File: src/rtl/acpi_pwr_seq_pkg.sv
package acpi_pwr_seq_pkg;

    typedef enum logic [1:0] {
        PS_RUN   = 2'b00,
        PS_SLEEP = 2'b01,
        PS_OFF   = 2'b10
    } pwr_state_e;

    typedef struct packed {
        logic stby_good;
        logic main_a_good;
        logic main_b_good;
        logic sleep_req;
    } supply_flags_t;

    localparam int unsigned FLAG_W = $bits(supply_flags_t);

    typedef struct packed {
        logic sw_en;
        logic stby_freq;
        logic term_en;
        logic lin_en;
    } rail_ctrl_t;

    // Both main supplies count only once the standby supply is good.
    function automatic logic mains_ok(input supply_flags_t f);
        return f.stby_good & f.main_a_good & f.main_b_good;
    endfunction

    // Transition decode. A thermal trip takes priority over every other rule.
    function automatic pwr_state_e pwr_next(input pwr_state_e cur,
                                            input supply_flags_t f,
                                            input logic hot);
        pwr_state_e nxt;
        nxt = cur;
        if (hot) begin
            nxt = PS_OFF;
        end else begin
            case (cur)
                PS_OFF:   if (!f.sleep_req && mains_ok(f)) nxt = PS_RUN;
                PS_RUN: begin
                    if (f.sleep_req)          nxt = PS_SLEEP;
                    else if (!mains_ok(f))    nxt = PS_OFF;
                end
                PS_SLEEP: if (!f.sleep_req && mains_ok(f)) nxt = PS_RUN;
                default:  nxt = PS_OFF;
            endcase
        end
        return nxt;
    endfunction

endpackage

File: src/rtl/acpi_pwr_seq_sync.sv
module acpi_pwr_seq_sync #(
    parameter int unsigned WIDTH  = 4,
    parameter int unsigned STAGES = 2
) (
    input  logic             clk,
    input  logic             rst,
    input  logic [WIDTH-1:0] d_i,
    output logic [WIDTH-1:0] q_o
);
    logic [WIDTH-1:0] stage_q [STAGES];

    for (genvar s = 0; s < STAGES; s++) begin : g_stage
        if (s == 0) begin : g_first
            always_ff @(posedge clk) begin
                if (rst) stage_q[s] <= '0;
                else     stage_q[s] <= d_i;
            end
        end else begin : g_next
            always_ff @(posedge clk) begin
                if (rst) stage_q[s] <= '0;
                else     stage_q[s] <= stage_q[s-1];
            end
        end
    end

    assign q_o = stage_q[STAGES-1];
endmodule

File: src/rtl/acpi_pwr_seq_thermal.sv
module acpi_pwr_seq_thermal (
    input  logic clk,
    input  logic rst,
    input  logic over_i,
    input  logic under_i,
    output logic hot_o
);
    logic hot_q;

    always_ff @(posedge clk) begin
        if (rst)          hot_q <= 1'b0;
        else if (over_i)  hot_q <= 1'b1;
        else if (under_i) hot_q <= 1'b0;
    end

    assign hot_o = hot_q;

    // an over-temperature flag sets the trip on the next edge
    a_r9_trip_sets: assert property (@(posedge clk) disable iff (rst)
        over_i |=> hot_q);
    // the trip holds until the die reports it has cooled
    a_r10_trip_holds: assert property (@(posedge clk) disable iff (rst)
        (hot_q && !under_i) |=> hot_q);
endmodule

File: src/rtl/acpi_pwr_seq_fsm.sv
module acpi_pwr_seq_fsm
    import acpi_pwr_seq_pkg::*;
(
    input  logic          clk,
    input  logic          rst,
    input  supply_flags_t flags_i,
    input  logic          hot_i,
    output pwr_state_e    state_o
);
    pwr_state_e state_q;
    pwr_state_e state_d;

    always_comb state_d = pwr_next(state_q, flags_i, hot_i);

    always_ff @(posedge clk) begin
        if (rst) state_q <= PS_OFF;
        else     state_q <= state_d;
    end

    assign state_o = state_q;

    // off never goes to sleep
    a_r6_off_not_sleep: assert property (@(posedge clk) disable iff (rst)
        (state_q == PS_OFF) |=> (state_q != PS_SLEEP));
    // sleep leaves for off only through a thermal trip
    a_r6_sleep_not_off: assert property (@(posedge clk) disable iff (rst)
        (state_q == PS_SLEEP && !hot_i) |=> (state_q != PS_OFF));
    // a set trip puts the state in off on the next edge
    a_r9_hot_off: assert property (@(posedge clk) disable iff (rst)
        hot_i |=> (state_q == PS_OFF));
endmodule

File: src/rtl/acpi_pwr_seq_rails.sv
module acpi_pwr_seq_rails
    import acpi_pwr_seq_pkg::*;
(
    input  pwr_state_e state_i,
    input  logic       inreg_i,
    input  logic       ss_done_i,
    output rail_ctrl_t ctrl_o
);
    logic sw_ready;

    assign sw_ready = inreg_i & ss_done_i;

    always_comb begin
        ctrl_o = '0;
        case (state_i)
            PS_RUN: begin
                ctrl_o.sw_en   = 1'b1;
                ctrl_o.term_en = sw_ready;
                ctrl_o.lin_en  = sw_ready;
            end
            PS_SLEEP: begin
                ctrl_o.sw_en     = 1'b1;
                ctrl_o.stby_freq = 1'b1;
            end
            default: ctrl_o = '0;
        endcase
    end
endmodule

File: src/rtl/acpi_pwr_seq.sv
module acpi_pwr_seq
    import acpi_pwr_seq_pkg::*;
#(
    parameter int unsigned SYNC_STAGES = 2
) (
    input  logic       clk,
    input  logic       rst,
    input  logic       stby_good_i,
    input  logic       main_a_good_i,
    input  logic       main_b_good_i,
    input  logic       sleep_req_i,
    input  logic       temp_over_i,
    input  logic       temp_under_i,
    input  logic       sw_inreg_i,
    input  logic       sw_ss_done_i,
    output logic [1:0] state_o,
    output logic       sw_en_o,
    output logic       stby_freq_o,
    output logic       term_en_o,
    output logic       lin_en_o
);
    supply_flags_t raw_flags;
    supply_flags_t sync_flags;
    logic          hot;
    pwr_state_e    state;
    rail_ctrl_t    ctrl;

    assign raw_flags = '{stby_good:   stby_good_i,
                         main_a_good: main_a_good_i,
                         main_b_good: main_b_good_i,
                         sleep_req:   sleep_req_i};

    acpi_pwr_seq_sync #(.WIDTH(FLAG_W), .STAGES(SYNC_STAGES)) u_sync (
        .clk (clk),
        .rst (rst),
        .d_i (raw_flags),
        .q_o (sync_flags)
    );

    acpi_pwr_seq_thermal u_thermal (
        .clk     (clk),
        .rst     (rst),
        .over_i  (temp_over_i),
        .under_i (temp_under_i),
        .hot_o   (hot)
    );

    acpi_pwr_seq_fsm u_fsm (
        .clk     (clk),
        .rst     (rst),
        .flags_i (sync_flags),
        .hot_i   (hot),
        .state_o (state)
    );

    acpi_pwr_seq_rails u_rails (
        .state_i   (state),
        .inreg_i   (sw_inreg_i),
        .ss_done_i (sw_ss_done_i),
        .ctrl_o    (ctrl)
    );

    assign state_o     = state;
    assign sw_en_o     = ctrl.sw_en;
    assign stby_freq_o = ctrl.stby_freq;
    assign term_en_o   = ctrl.term_en;
    assign lin_en_o    = ctrl.lin_en;

    // termination needs the switching rail running at its normal frequency
    a_r8_term_needs_sw: assert property (@(posedge clk) disable iff (rst)
        term_en_o |-> (sw_en_o && !stby_freq_o));
    // the linear pair follows the switching rail into regulation
    a_r8_lin_needs_reg: assert property (@(posedge clk) disable iff (rst)
        lin_en_o |-> (sw_inreg_i && sw_ss_done_i));
endmodule

File: config.mk
export PLATFORM = sky130hd
export DESIGN_NAME = acpi_pwr_seq
export DESIGN_NICKNAME = d
export VERILOG_FILES = /design/src/rtl/acpi_pwr_seq_pkg.sv /design/src/rtl/acpi_pwr_seq_sync.sv /design/src/rtl/acpi_pwr_seq_thermal.sv /design/src/rtl/acpi_pwr_seq_fsm.sv /design/src/rtl/acpi_pwr_seq_rails.sv /design/src/rtl/acpi_pwr_seq.sv
export SDC_FILE = /design/constraint.sdc
export NUM_CORES = 1
export LEC_CHECK = 0
export ABC_AREA = 1
export BUFFER_PORTS_ARGS = -buffer_cell sky130_fd_sc_hd__buf_2
export CORE_AREA = 2 2 39 41
export CTS_BUF_LIST = sky130_fd_sc_hd__clkbuf_16
export DETAILED_ROUTE_END_ITERATION = 16
export DIE_AREA = 0 0 41 43
export PLACE_DENSITY_LB_ADDON = 0.08
export SLEW_MARGIN = 25
export SYNTH_ARGS = -nofsm -noshare
export SYNTH_HDL_FRONTEND = slang
export SYNTH_HIERARCHICAL = 1
export SYNTH_SLANG_ARGS = --single-unit
File: constraint.sdc
create_clock -name clk -period 1 [get_ports clk]
set_input_delay 0 -clock clk [delete_from_list [all_inputs] [get_ports clk]]
set_output_delay 0 -clock clk [all_outputs]
set_load 0.02 [all_outputs]
After elaboration in Yosys (flattened, before gate mapping)
Memories as Yosys holds them, arrays and structs flattened.
Cells that the tools add are included.
Widths: inputs -> output; s select.
{"block": "totals", "output_inout_bits": 6, "wordCells": 34, "mem_count": 1, "inputBits": 10, "reg_bits": 3, "mem_bits_rw": 8}
{"block": "op_classes", "bitwise_logic": 5, "reduce_logical": 8, "muxes": 14, "n_eq_ne": 4}
{"memory": "u_sync.stage_q", "words": 2, "word_bits": 4, "read_ports": 2, "rd_ports_with_merged_regs": 0, "write_ports": 2, "line": "acpi_pwr_seq_sync.sv:10", "rtl": "logic [WIDTH-1:0] stage_q [STAGES];"}
{"operator": "$mux 2", "n": 4}
{"operator": "$mux 4", "n": 2}
{"operator": "$mux 1", "n": 7}
{"operator": "$reduce_or 2->1", "n": 3}
{"operator": "$pmux 2 s2", "n": 1}
{"operator": "$and 1x1->1", "n": 3}
{"operator": "$ne 3x2->1 const B", "n": 1}
{"operator": "$eq 2x1->1 const B", "n": 1}
{"operator": "$eq 2x2->1 const B", "n": 1}
{"operator": "$logic_not 2->1", "n": 1}
{"operator": "$ne 2x1->1 const B", "n": 1}
{"operator": "$or 1x1->1", "n": 2}
{"operator": "$reduce_and 2->1", "n": 1}
{"operator": "$reduce_bool 2->1", "n": 1}
{"operator": "$logic_and 1x1->1", "n": 1}
{"operator": "$logic_not 1->1", "n": 1}

Depth between registers and ports, before layout
Gate-level depths: netlist of the first run.
{"block": "depth", "word_depth": 5, "depth_mapped": 6, "ltp_nobuf": 6}

Hierarchy
Netlist of the first run, hierarchy kept.
{"module": "acpi_pwr_seq_sync", "cells_per_inst": 25, "area_per_inst_um2": 231.5, "n_inst": 1, "seq_area_each_um2": 160.2}
{"module": "acpi_pwr_seq_fsm", "cells_per_inst": 25, "area_per_inst_um2": 158.9, "n_inst": 1, "seq_area_each_um2": 40.0}
{"module": "acpi_pwr_seq_thermal", "cells_per_inst": 5, "area_per_inst_um2": 40.0, "n_inst": 1, "seq_area_each_um2": 20.0}
{"module": "acpi_pwr_seq_rails", "cells_per_inst": 7, "area_per_inst_um2": 35.0, "n_inst": 1, "seq_area_each_um2": 0.0}

Worst setup path before layout of the first run
No wires, ideal clock.
{"block": "synth_path", "path_kind": "flip-flop to flip-flop", "start": "register u_fsm.state_q[0] (netlist: u_fsm/state_o[0])", "end": "register u_fsm.state_q[1] (netlist: u_fsm/state_o[1])", "path_buffers": 0, "arrival_ns": 1.110, "path_stages_with_launch": 7, "required_ns": 0.877, "setup_ns": 0.123, "synth_period_minus_slack_ns": 1.232, "setup_slack_ns": -0.232, "cell_sequence": "dfxtp_1 inv_1 ha_1 inv_1 nand2_2 nand3_1 nand3_1"}
{"block": "synth_via", "elab_chain_len": 4, "word_cells_on_any_way": 8, "classes_between": "eq/ne: 4; mux: 1; reduce/logical: 3"}
{"element": "from (decl)", "line": "acpi_pwr_seq_fsm.sv:10", "rtl": "pwr_state_e state_q;"}
{"element": "from (signal assigned)", "line": "acpi_pwr_seq_fsm.sv:17", "rtl": "else state_q <= state_d;"}
{"element": "$eq 2x2->1 or $eq 2x1->1 (tied branches)", "line": "acpi_pwr_seq_pkg.sv:39", "rtl": "case (cur)"}
{"element": "$reduce_or 2->1 (no source line)"}
{"element": "$ne 2x1->1 (no source line)"}
{"element": "$reduce_and 2->1 (no source line)"}
Several ways; a longest one is shown, not always the timed one.
A chain may end at the register's enable or synchronous reset.

Worst setup path in the final report of the first run
{"block": "layout_path", "start": "register u_fsm.state_q[0] (netlist: u_fsm/state_o[0])", "end": "output lin_en_o"}
{"block": "layout_via", "elab_chain_len": 2}
{"element": "$logic_not 2->1", "line": "acpi_pwr_seq_rails.sv:15", "rtl": "case (state_i)"}
{"element": "$mux 2", "line": "acpi_pwr_seq_rails.sv:15"}
{"element": "to (decl)", "line": "acpi_pwr_seq.sv:20", "rtl": "output logic lin_en_o"}
No other way between the ends.

==> results of run 1 <==
critical path, stage by stage (launching register included):
cell,delay (ns)
dfxtp_4,0.34
buf_6,0.12
inv_4,0.05
nand2_4,0.05
nor2_4,0.09
buf_6,0.12
through the flow:
stage	worst slack [ns]	total power [mW]	hold WS, ns
global route	-0.0579	1.29	0.0272
global placement	0.0227	0.517	0.201
detailed placement	0.0157	0.518	0.207
finish	-0.00583	1.23	0.00809
floorplan	-0.00876	0.498	0.0624
CTS	-0.0436	1.24	0.00967
power groups by stage:
stage	Combinational [mW]	Sequential, mW	Clock (mW)
6_report	0.0637	0.460	0.706
5_1_grt	0.0739	0.461	0.752
4_1_cts	0.0636	0.460	0.720
3_5_place_dp	0.0504	0.468	0
3_3_place_gp	0.0491	0.468	0
2_1_floorplan	0.0312	0.466	0
registers in the layout (all words and copies together) (netlist names):
name	flops
u_sync/stage_q	8
u_fsm/state_o	2
u_thermal/hot_o	1
metal layers:
layer  routed length (um)  vias to the layer above
met4                    0                        0
met1                  357                      172
met2                  376                       10
met3                   41                        0
met5                    0                        -
li1                     -                      225
cell type report:
type	instances	share of cell area [%]
multi-input combinational	29	24.9
sequential	11	30.0
tap	16	2.64
timing repair buffer	22	21.1
clock buffer	3	9.90
clock inverter	1	0.495
inverter	20	10.9
synthesized netlist by cell type, drive strengths merged:
library cell	count
inv	20
nor2	12
dfxtp	11
nand2	7
nand3	6
a21oi	2
buf	2
ha	1
o21ai	1
logic make-up (layout without fill, tap and decap cells):
logic type,count (synthesis),in the layout
and+or+nand+nor,25,25
buffers and inverters,22,46
adders and majority gates,1,1
DFF,11,11
AOI/OAI and AO/OA,3,3
worst min path at each step:
| stage | depth (start not counted) | endpoint | start | slack (ns) |
|---|---|---|---|---|
| 6_report | 3 | u_thermal/hot_o$_SDFFE_PP0P_ | temp_over_i | 0.008 |
| 5_1_grt | 3 | u_thermal/hot_o$_SDFFE_PP0P_ | temp_over_i | 0.03 |
| 4_1_cts | 3 | u_thermal/hot_o$_SDFFE_PP0P_ | temp_over_i | 0.01 |
| 3_5_place_dp | 3 | u_sync/stage_q[0][2]$_SDFF_PP0_ | main_a_good_i | 0.21 |
| 3_3_place_gp | 3 | u_sync/stage_q[0][1]$_SDFF_PP0_ | main_b_good_i | 0.20 |
| 2_1_floorplan | 1 | u_thermal/hot_o$_SDFFE_PP0P_ | rst | 0.06 |
repair_timing:
action / CTS / global route
resized for setup: 8 / 7
hold buffers: 4 / 0
pin swaps: 2 / 2
buffers inserted: 1 / 0
hold endpoints to repair: 4 / 0
endpoints found under the setup margin: 2 / 5
==> impl_metrics.env, run 1 <==
export IMPL_synth_area_leaders="dfxtp_1, inv_1, nor2_1"
export IMPL_critPathCapture="lin_en_o"
export IMPL_critPathLaunchType="flop"
export IMPL_ir_drop_mv=0.969
export IMPL_wirelength_um=776
export IMPL_tightest_slew_ns=0.193
export IMPL_ys_warnings_count=6
export IMPL_tns_ns=-0.0112
export IMPL_layout_common_cells="inv_1, buf_2, nor2_1, dfxtp_1, nand2_1"
export IMPL_combPwrFrac_pct=5.2
export IMPL_port_buffers=15
export IMPL_gr_max_usage_layer="met2"
export IMPL_r2r_end="u_fsm/state_o[0]$_SDFFE_PP0P_"
export IMPL_syn_inst=62
export IMPL_die_area_um2=1760
export IMPL_instances_no_fill=102
export IMPL_placed_area_um2=577
export IMPL_final_common_cell="inv_1"
export IMPL_grtUsageMet2_pct=15.0
export IMPL_clk_latency_ns=0.23
export IMPL_power_switching_uw=219
export IMPL_syn_nets=73
export IMPL_yosysSeqAreaShare_pct=47.3
export IMPL_nets=98
export IMPL_internal_power_mw=1.01
export IMPL_finClkSkew_ns=0.000868
export IMPL_first_pass_iters=1
export IMPL_synthXorXnorAreaFrac_pct=0
export IMPL_crit_type="flop to output port"
export IMPL_initial_core_util_pct=33.6
export IMPL_root_buffer="clkbuf_16"
export IMPL_synth_top_family_by_area="simple AND/OR/NAND/NOR gates"
export IMPL_arrival_ns=1.01
export IMPL_synth_top_cell_area_share_pct=47.3
export IMPL_power_density_nw_per_um2=1620
export IMPL_p_leak_nw=0.384
export IMPL_r2r_worst_path_cells=6
export IMPL_stdcell_area_um2=758
export IMPL_violations="negative setup slack"
export IMPL_drc=0
export IMPL_drive_gt1_share_pct=44.2
export IMPL_cap_violations=0
export IMPL_end_kind="output port"
export IMPL_synthAdderAreaFrac_pct=2.69
export IMPL_postLayoutCoreUtil_pct=54.8
export IMPL_numCtsBuffers=3
export IMPL_netlist_area_um2=465
export IMPL_slew_headroom_pct=87.2
export IMPL_hold_class="input pin to flop"
export IMPL_cts_tree="yes"
export IMPL_setup_viol=2
export IMPL_hpwl_um=556
export IMPL_r2r_slack_ns=0
export IMPL_wl_per_cell_um=7.61
export IMPL_gp_congestion=0.648
export IMPL_cts_buffer_depth=2
export IMPL_coreArea_um2=1380
export IMPL_cp_max_fo=3
export IMPL_r2r_start="u_fsm/state_o[1]$_SDFFE_PP1P_"
export IMPL_fillers=139
export IMPL_drt_iter0_markers=0
export IMPL_period_share_pct=101
export IMPL_rsz0062_at_grt="true"
export IMPL_grt_pass1_wl_um=1260
export IMPL_p_seq_share_pct=37.4
export IMPL_met3_usage_pct=6.28
export IMPL_die_h_um=43
export IMPL_worst_slack_ns=-0.00583
export IMPL_clock_power_share_pct=57.4
export IMPL_cts_sinks=11
export IMPL_avgSynthCellArea_um2=7.51
export IMPL_status="complete, but fails checks"
export IMPL_ant_nets=0
export IMPL_clock_fmax_mhz=994
export IMPL_critical_path_required_ns=1.00
export IMPL_synth_compound_area_share_pct=4.84
export IMPL_switching_share_pct=17.8
export IMPL_grt_overflow=0
export IMPL_ios=16
export IMPL_area_growth_pct=62.9
export IMPL_diodes=0
export IMPL_antenna_found_initial=0
export IMPL_dp_cells=93
export IMPL_finalHoldViolations=0
export IMPL_multi_input_area_um2=189
export IMPL_setup_worst_path_start="u_fsm/state_o[0]$_SDFFE_PP0P_"
export IMPL_fp_dieW_um=41
export IMPL_viasPerCell=3.99
export IMPL_seq_area_um2=228
export IMPL_maxSlewViolCount=0
export IMPL_grt_pass1_vias=336
export IMPL_grt_max_degree=11
export IMPL_clk_pin_slew_worst_paths_ns=0.04
export IMPL_grt_use_total_pct=11.1
export IMPL_yosysTopAreaCell="dfxtp_1"
export IMPL_min_period_ns=1.01
export IMPL_yosysUniqueCellTypes=14
export IMPL_yosys_area_share_simple_pct=25.0
export IMPL_use_met1_pct=13.4
export IMPL_rows=14
export IMPL_synthMuxAreaShare_pct=0
export IMPL_htreeDepth=1
export IMPL_ys_ff_latch=11
export IMPL_vias=407
Power figures use the tool's default switching activity.
==> run 2: changes to the inputs <==
--- a/config.mk
+++ b/config.mk
@@ -11,7 +11,7 @@
 export CTS_BUF_LIST = sky130_fd_sc_hd__clkbuf_16
 export DETAILED_ROUTE_END_ITERATION = 16
 export DIE_AREA = 0 0 41 43
-export PLACE_DENSITY_LB_ADDON = 0.08
+export PLACE_DENSITY_LB_ADDON = 0.2
 export SLEW_MARGIN = 25
 export SYNTH_ARGS = -nofsm -noshare
 export SYNTH_HDL_FRONTEND = slang
==> impl_metrics.env, run 2 (same netlist as run 1, synthesis figures left out) <==
export IMPL_hold_depth=3
export IMPL_crit_top_cell="buf_6"
export IMPL_crit_buf_inv=3
export IMPL_grt_overflow=0
export IMPL_die_h_um=43
export IMPL_gp_congestion=0.686
export IMPL_finClkSkew_ns=0.00166
export IMPL_clock_fmax_mhz=983
export IMPL_cp_max_fo=4
export IMPL_grt_use_total_pct=11.4
export IMPL_dp_cells=93
export IMPL_placed_area_um2=577
export IMPL_tightest_slew_ns=0.185
export IMPL_maxSlewViolCount=0
export IMPL_place_ws_ns=0.0346
export IMPL_ir_drop_mv=1.13
export IMPL_critical_path_required_ns=1.00
export IMPL_cap_violations=0
export IMPL_cts_tree="yes"
export IMPL_wl_per_cell_um=8.38
export IMPL_crit_type="flop to output port"
export IMPL_coreArea_um2=1380
export IMPL_critPathLaunchType="flop"
export IMPL_min_period_ns=1.02
export IMPL_rows=14
export IMPL_p_leak_nw=0.377
export IMPL_r2r_slack_ns=-0.01
export IMPL_drive_gt1_share_pct=45.9
export IMPL_status="complete, but fails checks"
export IMPL_first_pass_iters=2
export IMPL_cts_sinks=11
export IMPL_layout_common_cells="inv_1, buf_2, nor2_1, dfxtp_1, nand2_1"
export IMPL_stdcell_area_um2=747
export IMPL_rsz0062_at_grt="true"
export IMPL_end_kind="output port"
export IMPL_ant_nets=0
export IMPL_instances_no_fill=101
export IMPL_finalHoldViolations=0
export IMPL_numCtsBuffers=3
export IMPL_cp_slowest_cell="dfxtp_4"
export IMPL_setup_viol=3
export IMPL_grt_max_degree=11
export IMPL_clk_latency_ns=0.23
export IMPL_drt_iter0_markers=2
export IMPL_ios=16
export IMPL_power_density_nw_per_um2=1630
export IMPL_postLayoutCoreUtil_pct=54.0
export IMPL_r2r_worst_path_cells=6
export IMPL_wirelength_um=846
export IMPL_cts_buffer_depth=2
export IMPL_tns_ns=-0.0435
export IMPL_hpwl_um=546
export IMPL_grt_pass1_wl_um=1340
export IMPL_arrival_ns=1.02
export IMPL_viasPerCell=4.01
export IMPL_hold_class="input pin to flop"
export IMPL_diodes=0
export IMPL_cp_num_cells=5
export IMPL_antenna_found_initial=0
export IMPL_worst_slack_ns=-0.0170
export IMPL_period_share_pct=102
export IMPL_slowest_delay_ns=0.34
export IMPL_root_buffer="clkbuf_16"
export IMPL_clk_pin_slew_worst_paths_ns=0.04
export IMPL_fp_dieW_um=41
export IMPL_fillers=140
export IMPL_largest_reg_flops=8
export IMPL_drc=0
export IMPL_final_common_cell="inv_1"
export IMPL_cp_top_family="flip-flops"
export IMPL_initial_core_util_pct=33.6
export IMPL_worstPathCellList="buf_6, inv_4, nand2_4, nor2_4, buf_6"
export IMPL_port_buffers=15
export IMPL_violations="negative setup slack"
export IMPL_htreeDepth=1
export IMPL_nets=97
export IMPL_grt_pass1_vias=383
export IMPL_slew_headroom_pct=87.7
export IMPL_area_growth_pct=60.5
export IMPL_regMostFlops="u_sync/stage_q"
export IMPL_vias=405
export IMPL_die_area_um2=1760
## run 2: final timing paths
path,startpoint,end
max,u_fsm/state_o[1]$_SDFFE_PP1P_,lin_en_o
min,temp_over_i,u_thermal/hot_o$_SDFFE_PP0P_
max reg2reg,u_fsm/state_o[0]$_SDFFE_PP0P_,u_fsm/state_o[0]$_SDFFE_PP0P_
min reg2reg,u_sync/stage_q[0][3]$_SDFF_PP0_,u_sync/stage_q[1][3]$_SDFF_PP0_
## run 2: stage by stage
stage / total power [mW] / hold WS [ns]
after detailed placement: 0.517 / 0.207
after global routing: 1.27 / 0.0160
after global placement: 0.515 / 0.198
after CTS: 1.23 / 0.0133
after floorplan: 0.498 / 0.0624
final: 1.22 / 0.0137
## run 2: tightest hold or removal path, cell delays in order
cell	delay [ns]
buf_2	0.09
inv_1	0.05
a21oi_2	0.05
## run 2: routing by layer
metal	vias to the layer above	part of all wire, %	routed length [um]	GRT usage [%]
met2	10	58	494	20.0
met3	2	3.5	30	1.57
met1	171	36	308	10.3
li1	222	-	-	-
met5	-	0	0	0
met4	0	1.4	12	10.0
## run 2: cell type report
cell class / instances / area [um2] / share of cell area (%)
sequential: 11 / 228 / 30.5
multi-input combinational: 29 / 194 / 26.0
clock inverter: 1 / 3.75 / 0.503
tap: 16 / 20.0 / 2.68
clock buffer: 3 / 75.1 / 10.1
inverter: 20 / 80.1 / 10.7
timing repair buffer: 21 / 146 / 19.6
## run 2: repair_timing
action / 4_1_cts / 5_1_grt
endpoints found under the hold margin: 4 / 0
pin swaps: 1 / 3
hold buffers: 4 / 0
buffers inserted: 1 / 0
gates resized for setup: 7 / 7
setup endpoints to repair: 2 / 4
## run 2: power by group
| part | total (mW) | leakage, nW | internal (mW) | switching [mW] |
|---|---|---|---|---|
| Sequential | 0.461 | 0.0914 | 0.453 | 0.00715 |
| Clock | 0.691 | 0.0423 | 0.522 | 0.169 |
| Combinational | 0.0642 | 0.243 | 0.0347 | 0.0295 |
| Total | 1.22 | 0.377 | 1.01 | 0.206 |
